**src/rtl/mft_pkg.sv**
```systemverilog
package mft_pkg;
  localparam int ACC_W   = 40;
  localparam int LO_MSB  = 31;
  localparam int HI_W    = ACC_W - LO_MSB;
  localparam int N_ACC   = 2;
  localparam int N_CAUSE = 2 * N_ACC + 2;
  localparam int C_DIV   = 0;
  localparam int C_LO0   = 1;
  localparam int C_HI0   = 1 + N_ACC;
  localparam int C_SHF   = 1 + 2 * N_ACC;
endpackage

```
**src/rtl/mft_div_check.sv**
```systemverilog
module mft_div_check #(
  parameter int DIV_W = 16
) (
  input  logic             clk,
  input  logic             rst_n,
  input  logic             go,
  input  logic [DIV_W-1:0] divisor,
  output logic             fault
);
  assign fault = go && (divisor == '0);

  assert_abort_only_zero_R2: assert property (@(posedge clk) disable iff (!rst_n)
    (!go || (|divisor)) |-> !fault);
endmodule

```
**src/rtl/mft_acc_check.sv**
```systemverilog
module mft_acc_check #(
  parameter int HI_W = 9
) (
  input  logic            clk,
  input  logic            rst_n,
  input  logic            we,
  input  logic [HI_W-1:0] res_hi,
  input  logic            sx,
  input  logic            sy,
  input  logic            lo_en,
  input  logic            hi_en,
  input  logic            guard_on,
  input  logic            sat_on,
  output logic            lo_fault,
  output logic            hi_fault
);
  logic spread;
  assign spread   = !((&res_hi) || !(|res_hi));
  assign lo_fault = we && lo_en && !guard_on && spread;
  assign hi_fault = we && hi_en && !sat_on && (sx == sy) && (res_hi[HI_W-1] != sx);

  assert_lo_detect_R4: assert property (@(posedge clk) disable iff (!rst_n)
    (we && lo_en && !guard_on && (res_hi[HI_W-1] != res_hi[0])) |-> lo_fault);
  assert_hi_pos_wrap_R5: assert property (@(posedge clk) disable iff (!rst_n)
    (we && hi_en && !sat_on && !sx && !sy && res_hi[HI_W-1]) |-> hi_fault);
endmodule

```
**src/rtl/mft_shift_check.sv**
```systemverilog
module mft_shift_check #(
  parameter int SH_W   = 6,
  parameter int SH_MAX = 16
) (
  input  logic            clk,
  input  logic            rst_n,
  input  logic            go,
  input  logic [SH_W-1:0] cnt,
  output logic            fault
);
  localparam int MAG_W = SH_W + 1;
  logic [MAG_W-1:0] ext, mag;
  assign ext   = {cnt[SH_W-1], cnt};
  assign mag   = cnt[SH_W-1] ? (~ext + 1'b1) : ext;
  assign fault = go && (mag > MAG_W'(SH_MAX));

  assert_legal_shift_R6: assert property (@(posedge clk) disable iff (!rst_n)
    (go && ($signed(cnt) >= -SH_MAX) && ($signed(cnt) <= SH_MAX)) |-> !fault);
endmodule

```
**src/rtl/math_fault_trap.sv**
```systemverilog
module math_fault_trap
  import mft_pkg::*;
#(
  parameter int DIV_W  = 16,
  parameter int SH_W   = 6,
  parameter int SH_MAX = 16
) (
  input  logic               clk,
  input  logic               rst_n,
  input  logic               div_go,
  input  logic [DIV_W-1:0]   divisor,
  input  logic [N_ACC-1:0]   acc_we,
  input  logic [HI_W-1:0]    acc_a_hi,
  input  logic [HI_W-1:0]    acc_b_hi,
  input  logic [N_ACC-1:0]   opx_sign,
  input  logic [N_ACC-1:0]   opy_sign,
  input  logic               ovf_lo_en,
  input  logic               ovf_hi_en,
  input  logic               guard_on,
  input  logic [N_ACC-1:0]   sat_on,
  input  logic               shift_go,
  input  logic [SH_W-1:0]    shift_cnt,
  input  logic [N_CAUSE-1:0] cause_clr,
  output logic               trap_req,
  output logic               div_abort,
  output logic [N_CAUSE-1:0] cause
);
  logic [N_CAUSE-1:0] hit, fresh, cause_q;
  logic               trap_q;
  logic [HI_W-1:0]    hi_sel [N_ACC];

  assign hi_sel[0] = acc_a_hi;
  assign hi_sel[1] = acc_b_hi;

  mft_div_check #(.DIV_W(DIV_W)) u_div (
    .clk(clk), .rst_n(rst_n), .go(div_go), .divisor(divisor), .fault(hit[C_DIV]));

  for (genvar i = 0; i < N_ACC; i++) begin : g_acc
    mft_acc_check #(.HI_W(HI_W)) u_acc (
      .clk(clk), .rst_n(rst_n), .we(acc_we[i]), .res_hi(hi_sel[i]),
      .sx(opx_sign[i]), .sy(opy_sign[i]), .lo_en(ovf_lo_en), .hi_en(ovf_hi_en),
      .guard_on(guard_on), .sat_on(sat_on[i]),
      .lo_fault(hit[C_LO0+i]), .hi_fault(hit[C_HI0+i]));
  end

  mft_shift_check #(.SH_W(SH_W), .SH_MAX(SH_MAX)) u_shf (
    .clk(clk), .rst_n(rst_n), .go(shift_go), .cnt(shift_cnt), .fault(hit[C_SHF]));

  assign fresh = hit & ~cause_q;

  always_ff @(posedge clk or negedge rst_n) begin
    if (!rst_n) begin
      cause_q <= '0;
      trap_q  <= 1'b0;
    end else begin
      cause_q <= (cause_q & ~cause_clr) | hit;
      trap_q  <= |fresh;
    end
  end

  assign cause     = cause_q;
  assign trap_req  = trap_q;
  assign div_abort = hit[C_DIV];

  assert_abort_records_R3: assert property (@(posedge clk) disable iff (!rst_n)
    div_abort |=> cause[C_DIV]);
  assert_trap_has_cause_R7: assert property (@(posedge clk) disable iff (!rst_n)
    trap_req |-> (cause != '0));
  assert_sticky_hold_R8: assert property (@(posedge clk) disable iff (!rst_n)
    1'b1 |=> ((cause & $past(cause & ~cause_clr)) == $past(cause & ~cause_clr)));
endmodule

```
**config.mk**
```make
export PLATFORM = sky130hd
export DESIGN_NAME = math_fault_trap
export DESIGN_NICKNAME = d
export VERILOG_FILES = /design/src/rtl/mft_pkg.sv /design/src/rtl/mft_div_check.sv /design/src/rtl/mft_acc_check.sv /design/src/rtl/mft_shift_check.sv /design/src/rtl/math_fault_trap.sv
export SDC_FILE = /design/constraint.sdc
export NUM_CORES = 1
export LEC_CHECK = 0
export ABC_CLOCK_PERIOD_IN_PS = 1100
export BUFFER_PORTS_ARGS = -buffer_cell sky130_fd_sc_hd__buf_2
export CORE_UTILIZATION = 32
export CTS_CLUSTER_SIZE = 14
export DETAILED_ROUTE_END_ITERATION = 8
export PLACE_DENSITY = 0.78
export SYNTH_ARGS = -nofsm -noshare
export SYNTH_HDL_FRONTEND = slang
export SYNTH_SLANG_ARGS = --single-unit
```
**constraint.sdc**
```tcl
create_clock -name clk -period 1.1 [get_ports clk]
set_input_delay 0.055 -clock clk [delete_from_list [all_inputs] [get_ports clk]]
set_output_delay 0.055 -clock clk [all_outputs]
set_load 0.01 [all_outputs]
```
# After elaboration in Yosys (flattened, before gate mapping)

Index checks and enable logic that the tools add are counted.

Word-level logic and storage cells: 46
Input port bits: 61
Bits in registers: 7
Output and inout port bits: 8

Order comparisons: 1
Add/sub/neg operators: 1
Reduce and logical (&&, ||, !) cells: 31
Equality and inequality tests: 4
Multiplexer cells: 1
Bitwise logic cells: 6

Operators by type and width:

| cell                                                                            | count |
|---|---|
| 9-bit AND reduction                                                             | 2 |
| 9-bit OR reduction                                                              | 2 |
| 1-bit logical AND                                                               | 16 |
| 16-bit zero test                                                                | 1 |
| 6-bit AND                                                                       | 2 |
| 6-bit inverter                                                                  | 2 |
| 7-bit by 1-bit adder with 7-bit output, second input constant                   | 1 |
| 7-bit by 5-bit greater-than comparator with 1-bit output, second input constant | 1 |
| 1-bit zero test                                                                 | 7 |
| 7-bit 2-to-1 mux                                                                | 1 |
| 7-bit inverter                                                                  | 1 |
| 6-bit OR                                                                        | 1 |
| 6-bit OR reduction                                                              | 1 |
| 1-bit == test                                                                   | 2 |
| 1-bit logical OR                                                                | 2 |
| 1-bit inequality test                                                           | 2 |

# Logic depth before layout (Yosys ltp)

Gate-level depths: netlist of the first run.

Depth after elaboration: 7
Gate-level depth with buffers: 6
Mapped depth without buffers: 6

# Cells and area by module

From an unflattened synthesis of the first run, not the netlist that was laid out.

Cell total of the unflattened synthesis: 77
Area total of the unflattened synthesis: 581.8 um^2

By module, submodules not included:

| module          | sequential area each (um^2) | area each (um^2) | instances | cells each |
|---|---|---|---|---|
| math_fault_trap | 175.2                       | 275.3            | 1         | 29 |
| mft_acc_check   | 0.0                         | 76.3             | 2         | 14 |
| mft_shift_check | 0.0                         | 110.1            | 1         | 14 |
| mft_div_check   | 0.0                         | 43.8             | 1         | 6 |

# Worst setup path after synthesis of the first run

No wires, ideal clock.

Kind: input -> register
From: in opy_sign[1]
To: reg trap_q (netlist: trap_req)
Path buffers: 0
Data required time: 1.010 ns
Stages: 4
Library setup time: 0.090 ns
Path slack: -0.019 ns
Data arrival time: 1.029 ns
Path through: or3b_1 -> a2111o_1 -> o311a_1 -> o2111ai_1

Cells in the longest elaborated chain, start to end: 5

Ends and longest elaborated chain:

| element                        | RTL line              | text |
|---|---|---|
| from (decl)                    | math_fault_trap.sv:16 | `input logic [N_ACC-1:0] opy_sign,` |
| 1-bit == test                  | mft_acc_check.sv:20   | `assign hi_fault = we && hi_en && !sat_on && (sx == sy) && (res_hi[HI_W-1] != sx);` |
| 1-bit logical AND (2 in a row) | mft_acc_check.sv:20   |  |
| 6-bit AND                      | math_fault_trap.sv:49 | `assign fresh = hit & ~cause_q;` |
| 6-bit OR reduction             | math_fault_trap.sv:57 | `trap_q <= \|fresh;` |
| to (signal assigned)           | math_fault_trap.sv:57 |  |
| to (decl)                      | math_fault_trap.sv:29 | `logic trap_q;` |

Every way passes these cells.

# Worst setup path after layout of the first run

From: reg cause_q[4] (netlist: cause[4])
To: reg trap_q (netlist: trap_req)

Cells in the longest elaborated chain, start to end: 3

Ends and longest elaborated chain:

| element                | RTL line              | text |
|---|---|---|
| from (decl)            | math_fault_trap.sv:28 | `logic [N_CAUSE-1:0] hit, fresh, cause_q;` |
| from (signal assigned) | math_fault_trap.sv:56 | `cause_q <= (cause_q & ~cause_clr) \| hit;` |
| 6-bit inverter         | math_fault_trap.sv:49 |  |
| 6-bit AND              | math_fault_trap.sv:49 |  |
| 6-bit OR reduction     | math_fault_trap.sv:57 |  |

Every way passes these cells.

==> summary.txt, run 1 <==
Worst setup path
  – Startpoint Class: flop
  – Worst EP required: 1270 ps
  – Top delay family on crit path: compound AO/OA/AOI/OAI gates
  – Crit-path cells: a2111o_1, o311a_1, o2111ai_1
  – Crit end category: flop
  – CP Max Fanout: 3
  – Buf+Inv Stages, Crit Path: 0
  – Largest stage delay, worst path: 390 ps
  – CP max-delay cell: dfrtp_1
  – Arr. time, crit path: 1200 ps
  – CP Class: reg2reg

GRT
  – Vias in the first global route: 870
  – Total GRT Usage: 22.8%
  – Initial antenna violation count: 0
  – Largest net degree at the start of global routing: 8
  – Global-route wire length before repair: 3310 um
  – GR Overflow Total: 0

Routing
  – DRC Markers: 0
  – Routed vias/inst: 5.19
  – Final WL: 2200 um
  – Routed Antenna Nets: 0
  – Vias: 940
  – Initial DRC count: 13
  – WL per Instance: 12.2 um
  – Pre-antenna DRT Iters: 4

Place
  – Placed Cells: 173
  – Final HPWL DP: 1880 um
  – Port-buffer cells: 68
  – RD Place Congestion: 0.727

Yosys
  – Post-Syn Nets: 138
  – Leading area contributor after synthesis: dfrtp_1
  – Cell variety after synth: 26
  – Gate Count Post-Synth: 76
  – Async SR Flop Fraction: 100%
  – EDFF count, synth: 0
  – Yosys top cell area share: 29.8%
  – Post-Syn Area: 588 sq um
  – Synth warnings: 0
  – Sequential-to-total area share from yosys stat: 29.8%
  – Synthesized flop and latch total: 7
  – Synth area leaders: dfrtp_1 30%, inv_1 6.4%, nand3_1 5.1%
  – Top FF cell, synth: dfrtp_1
  – Syn Area/Cell: 7.74 sq um

Clock network
  – Worst-Skew Late Latency: 250 ps
  – H-tree Lvls: 1
  – Total CTS buffers: 3
  – CTS tree: done
  – Clock sinks: 7
  – Clock transition at path regs: 50 ps
  – Clk buf depth: 2
  – Clk root buf: clkbuf_4

Cells and area
  – Final nets: 219
  – Diodes inserted: 0
  – Area of the multi-input gates: 407 sq um
  – Fill cells: 170
  – Final std cells w/o fill: 181
  – Register Area: 175 sq um
  – Layout cell share with drive strength beyond 1: 52.6%
  – Area growth, synth to finish: 84.5%

Power
  – Leakage power: 0.566 nW
  – PD cells: 727 nW/um^2
  – Worst vdd ir: 715 uV

Floorplan
  – Die Wd: 44.9 um
  – Core area: 1730 sq um
  – # IOs: 69
  – Initial core utilization: 34.1%
  – Die ar.: 2010 sq um
  – FP Rows: 15
  – DIE HEIGHT: 44.9 um

Timing
  – Final period util: 93.6%
  – TNS Setup: 0 ps
  – Final hold vios: 0
  – Worst slew pin tran: 315 ps
  – Final setup viols: 0
  – RSZ-0062 raised after global routing: true
  – F_max: 971 MHz
  – Skew final: 3.10 ps
  – Worst slew margin: 78.8%
  – Fin crit period: 1030 ps
  – Max Slew Vio Count: 0
  – WHS: 2.96 ps

Min path
  – HP Class: in2reg

Run
  – Max cap viols: 0

Run status
  – Status: finished, final reports clean
==> cells by family (layout without fill, tap and decap cells) <==
kind of cell,Yosys count,after routing,synth area share (%)
AOI/OAI and AO/OA,19,19,25.3
and+or+nand+nor,39,39,36.4
buffers and inverters,10,90,6.38
adders and majority gates,1,1,2.13
DFF,7,7,29.8
==> report_power, final <==
part	internal, mW	leakage (nW)	switching [mW]
clock	0.138	0.0150	0.0941
sequential	0.277	0.0916	0.00966
combinational	0.144	0.460	0.126
total	0.559	0.566	0.230
==> cells in the mapped netlist (4+ instances only) <==
cell / n
inv_1: 10
nand4_1: 4
nand2_1: 6
nor2_1: 5
nand3_1: 6
nor3_1: 4
o21ai_0: 4
nor4_1: 4
dfrtp_1: 7
==> through the flow <==
stage | util (%) | worst slack [ps] | area, sq um | power (mW)
detailed placement | 57.3 | -248 | 990 | 0.540
global route | 62.8 | -0.418 | 1080 | 0.848
floorplan | - | 23.6 | 588 | 0.370
CTS | 60.6 | 12.4 | 1050 | 0.785
finish | 62.8 | 70.2 | 1080 | 0.789
global placement | 57.3 | -127 | 990 | 0.525
==> sequential cells by signal (all words and copies together), names as in the netlist <==
signal,count
cause,6
trap_req,1
==> layout by cell type, fill, tap and decap left out, types with 2 or more instances in the layout <==
cell / Yosys / final
or3b_1: 2 / 2
or3_1: 2 / 2
nor4_2: 0 / 2
a41oi_1: 2 / 2
dfrtp_1: 7 / 7
o22ai_1: 2 / 2
nand2_1: 6 / 6
a21o_1: 2 / 2
nor4_1: 4 / 2
clkbuf_4: 0 / 3
buf_2: 0 / 68
buf_4: 0 / 5
a2111o_1: 2 / 2
a211oi_1: 2 / 2
nand3b_1: 2 / 2
nor2_1: 5 / 5
nor3_1: 4 / 3
nand4_1: 4 / 4
nand3_1: 6 / 6
o21ai_0: 4 / 3
o311a_1: 2 / 2
dlygate4sd3_1: 0 / 3
inv_1: 10 / 10
==> per-layer routing <==
layer  global-route usage, %  vias up  part of all wire, %
met3                    7.60        4                  8.2
met1                    20.8      428                   33
met4                    6.67        0                  1.4
met5                       0        -                    0
met2                    46.5       49                   57
li1                        -      459                    -
==> area by class of cell <==
cell class | instances | area share (%)
sequential | 7 | 16.1
inverter | 10 | 3.46
timing repair buffer | 76 | 37.6
clock buffer | 4 | 2.42
multi-input combinational | 59 | 37.5
tap | 25 | 2.88
==> what timing repair did <==
item / CTS / global route
endpoints found under the setup margin: 0 / 3
hold buffers: 3 / 0
hold endpoints to repair: 9 / 0
setup buffers: 0 / 1
resized for setup: 0 / 6
==> worst paths after layout <==
| path | cells after the start | slack (ps) | startpoint | end |
|---|---|---|---|---|
| worst max-delay path | 3 | 70 | cause[4] | trap_req |
| worst min-delay path | 2 | 3 | cause_clr[5] | cause[5] |
| max in group asynchronous | 2 | 770 | rst_n | cause[5] |
| worst min register to register | 1 | 510 | cause[3] | cause[3] |
| min in group asynchronous | 2 | 170 | rst_n | cause[4] |
| worst max register to register | 3 | 70 | cause[4] | trap_req |
No activity file was read; power rests on OpenSTA's default activity.
==> inputs of run 2 (changes only) <==
--- a/config.mk
+++ b/config.mk
@@ -11,6 +11,7 @@
 export CTS_CLUSTER_SIZE = 14
 export DETAILED_ROUTE_END_ITERATION = 8
 export PLACE_DENSITY = 0.78
+export REMOVE_ABC_BUFFERS = 1
 export SYNTH_ARGS = -nofsm -noshare
 export SYNTH_HDL_FRONTEND = slang
 export SYNTH_SLANG_ARGS = --single-unit
==> run 2 against run 1 <==
  * First-iteration DRC count fell by 54%
  * Worst setup slack improved by 9.5 ps
  * Core utilization increased by 0.22 points
  * Sequential share of layout area down 0.056 points
  * Combinational power barely moved
  * Hold slack is essentially flat
  * Total power down 0.19%
  * Sequential cell count did not move
  * Clock skew decreased by 2.5 ps
  * Via count fell by 2.4%
  * Critical path depth grew 2
  * Critical path type is now in2reg
  * Critical endpoint unchanged
  * Largest power group unchanged
  * Highest routed layer unchanged
==> summary.txt, run 2 (synthesized netlist as in run 1, its figures left out) <==
Cells and area
  – Post-route cell area: 1090 sq um
  – Final nets: 220
  – Layout cell share with drive strength beyond 1: 52.2%
  – Diodes inserted: 0
  – Area growth, synth to finish: 85.1%
  – Max reg flops: 6
  – Commonest non-fill, non-tap cell in the layout: buf_2
  – Final std cells w/o fill: 182
  – Most frequent cells in the layout: 68 x buf_2, 10 x inv_1, 7 x dfrtp_1
  – Post-layout util: 63.0%

Worst setup path
  – R2R cell count: 3
  – CP Class: in2reg
  – Arr. time, crit path: 1190 ps
  – CP Max Fanout: 2
  – CP startpoint: opy_sign[1]
  – Startpoint Class: primary input
  – R2R setup slack: 120 ps
  – Crit end category: flop
  – Worst R2R End: trap_req
  – Worst EP required: 1270 ps
  – Worst r2r src: cause[4]

Clock network
  – Total CTS buffers: 3
  – Clock sinks: 7
  – Clock transition at path regs: 50 ps
  – Clk buf depth: 2
  – Worst-Skew Late Latency: 250 ps
  – H-tree Lvls: 1
  – CTS tree: done
  – Clk root buf: clkbuf_4

Place
  – Placed Cells: 174
  – Port-buffer cells: 68
  – Final HPWL DP: 1670 um
  – Placed cell areas: 997 sq um
  – RD Place Congestion: 0.727

Floorplan
  – FP Rows: 15
  – Core area: 1730 sq um
  – Die Wd: 44.9 um
  – DIE HEIGHT: 44.9 um
  – # IOs: 69
  – Die ar.: 2010 sq um
  – Initial core utilization: 34.1%

Power
  – NetSw: 0.226 mW
  – Worst vdd ir: 591 uV
  – Sw Share: 28.7%
  – Clock power frac: 29.7%
  – Sequential power share: 36.3%
  – Part of the power in combinational logic: 34.0%
  – PD cells: 723 nW/um^2
  – Cell-internal power: 0.562 mW
  – Leakage power: 0.569 nW

Timing
  – Max Slew Vio Count: 0
  – F_max: 980 MHz
  – Fin crit period: 1020 ps
  – RSZ-0062 raised after global routing: false
  – Final period util: 92.8%
  – Worst slew pin tran: 349 ps
  – Skew final: 0.640 ps
  – Final hold vios: 0
  – TNS Setup: 0 ps
  – Final setup viols: 0
  – Worst slew margin: 76.5%
  – WHS: 3.00 ps

GRT
  – Total GRT Usage: 19.9%
  – Global-route wire length before repair: 2880 um
  – Vias in the first global route: 802
  – Largest net degree at the start of global routing: 8
  – GR Overflow Total: 0
  – Initial antenna violation count: 0

Min path
  – Hold Path Depth: 2
  – WHS Endpoint: cause[1]
  – Hold_sp: cause_clr[1]
  – HP Class: in2reg

Run
  – Max cap viols: 0

Routing
  – Routed vias/inst: 5.04
  – Final WL: 1940 um
  – Initial DRC count: 6
  – Vias: 917
  – Routed Antenna Nets: 0
  – WL per Instance: 10.7 um
  – DRC Markers: 0
  – Pre-antenna DRT Iters: 4

Run status
  – Status: finished, final reports clean
==> run 2: repair_timing <==
item | CTS | global route
buffers inserted | 0 | 1
hold buffers | 3 | 0
hold endpoints to repair | 9 | 0
setup endpoints to repair | 0 | 2
gates resized for setup | 0 | 5
==> run 2: power groups by stage <==
stage	clock (mW)	combinational, mW	sequential (mW)
finish	0.234	0.268	0.285
detailed placement	0	0.248	0.289
CTS	0.243	0.257	0.285
global route	0.266	0.297	0.286
floorplan	0	0.0708	0.299
global placement	0	0.238	0.289
==> run 2: how the worst max path moves through the flow <==
stage	to	slack [ps]	cells past startpoint
after floorplan	trap_req	-20	4
after global placement	trap_req	-160	5
after detailed placement	trap_req	-190	5
after CTS	div_abort	60	6
after global routing	div_abort	10	6
final	trap_req	80	5
==> run 2: worst max-delay path: stages <==
cell,delay (ps)
buf_2,110
or3b_1,390
a2111o_1,420
o311a_1,130
o2111ai_1,90
==> run 2: per-stage QoR <==
step / power, mW / setup slack, ps
final: 0.787 / 79.7
after detailed placement: 0.537 / -186
after global routing: 0.849 / 13.8
after CTS: 0.785 / 63.1
after floorplan: 0.370 / -19.2
after global placement: 0.527 / -157
==> run 2: cell type report <==
class	instances	area, sq um
clock buffers	4	26.3
inverters	10	37.5
well taps	25	31.3
fillers	158	638
multi-input cells	59	403
flip-flops and latches	7	175
repair buffers	77	415
==> run 2: metal layers <==
| layer | global-route usage, % | vias up | wire length, um |
|---|---|---|---|
| li1 | - | 457 | - |
| met1 | 19.1 | 413 | 722 |
| met2 | 37.9 | 41 | 1050 |
| met3 | 6.80 | 6 | 130 |
| met4 | 8.48 | 0 | 37 |
| met5 | 0 | - | 0 |
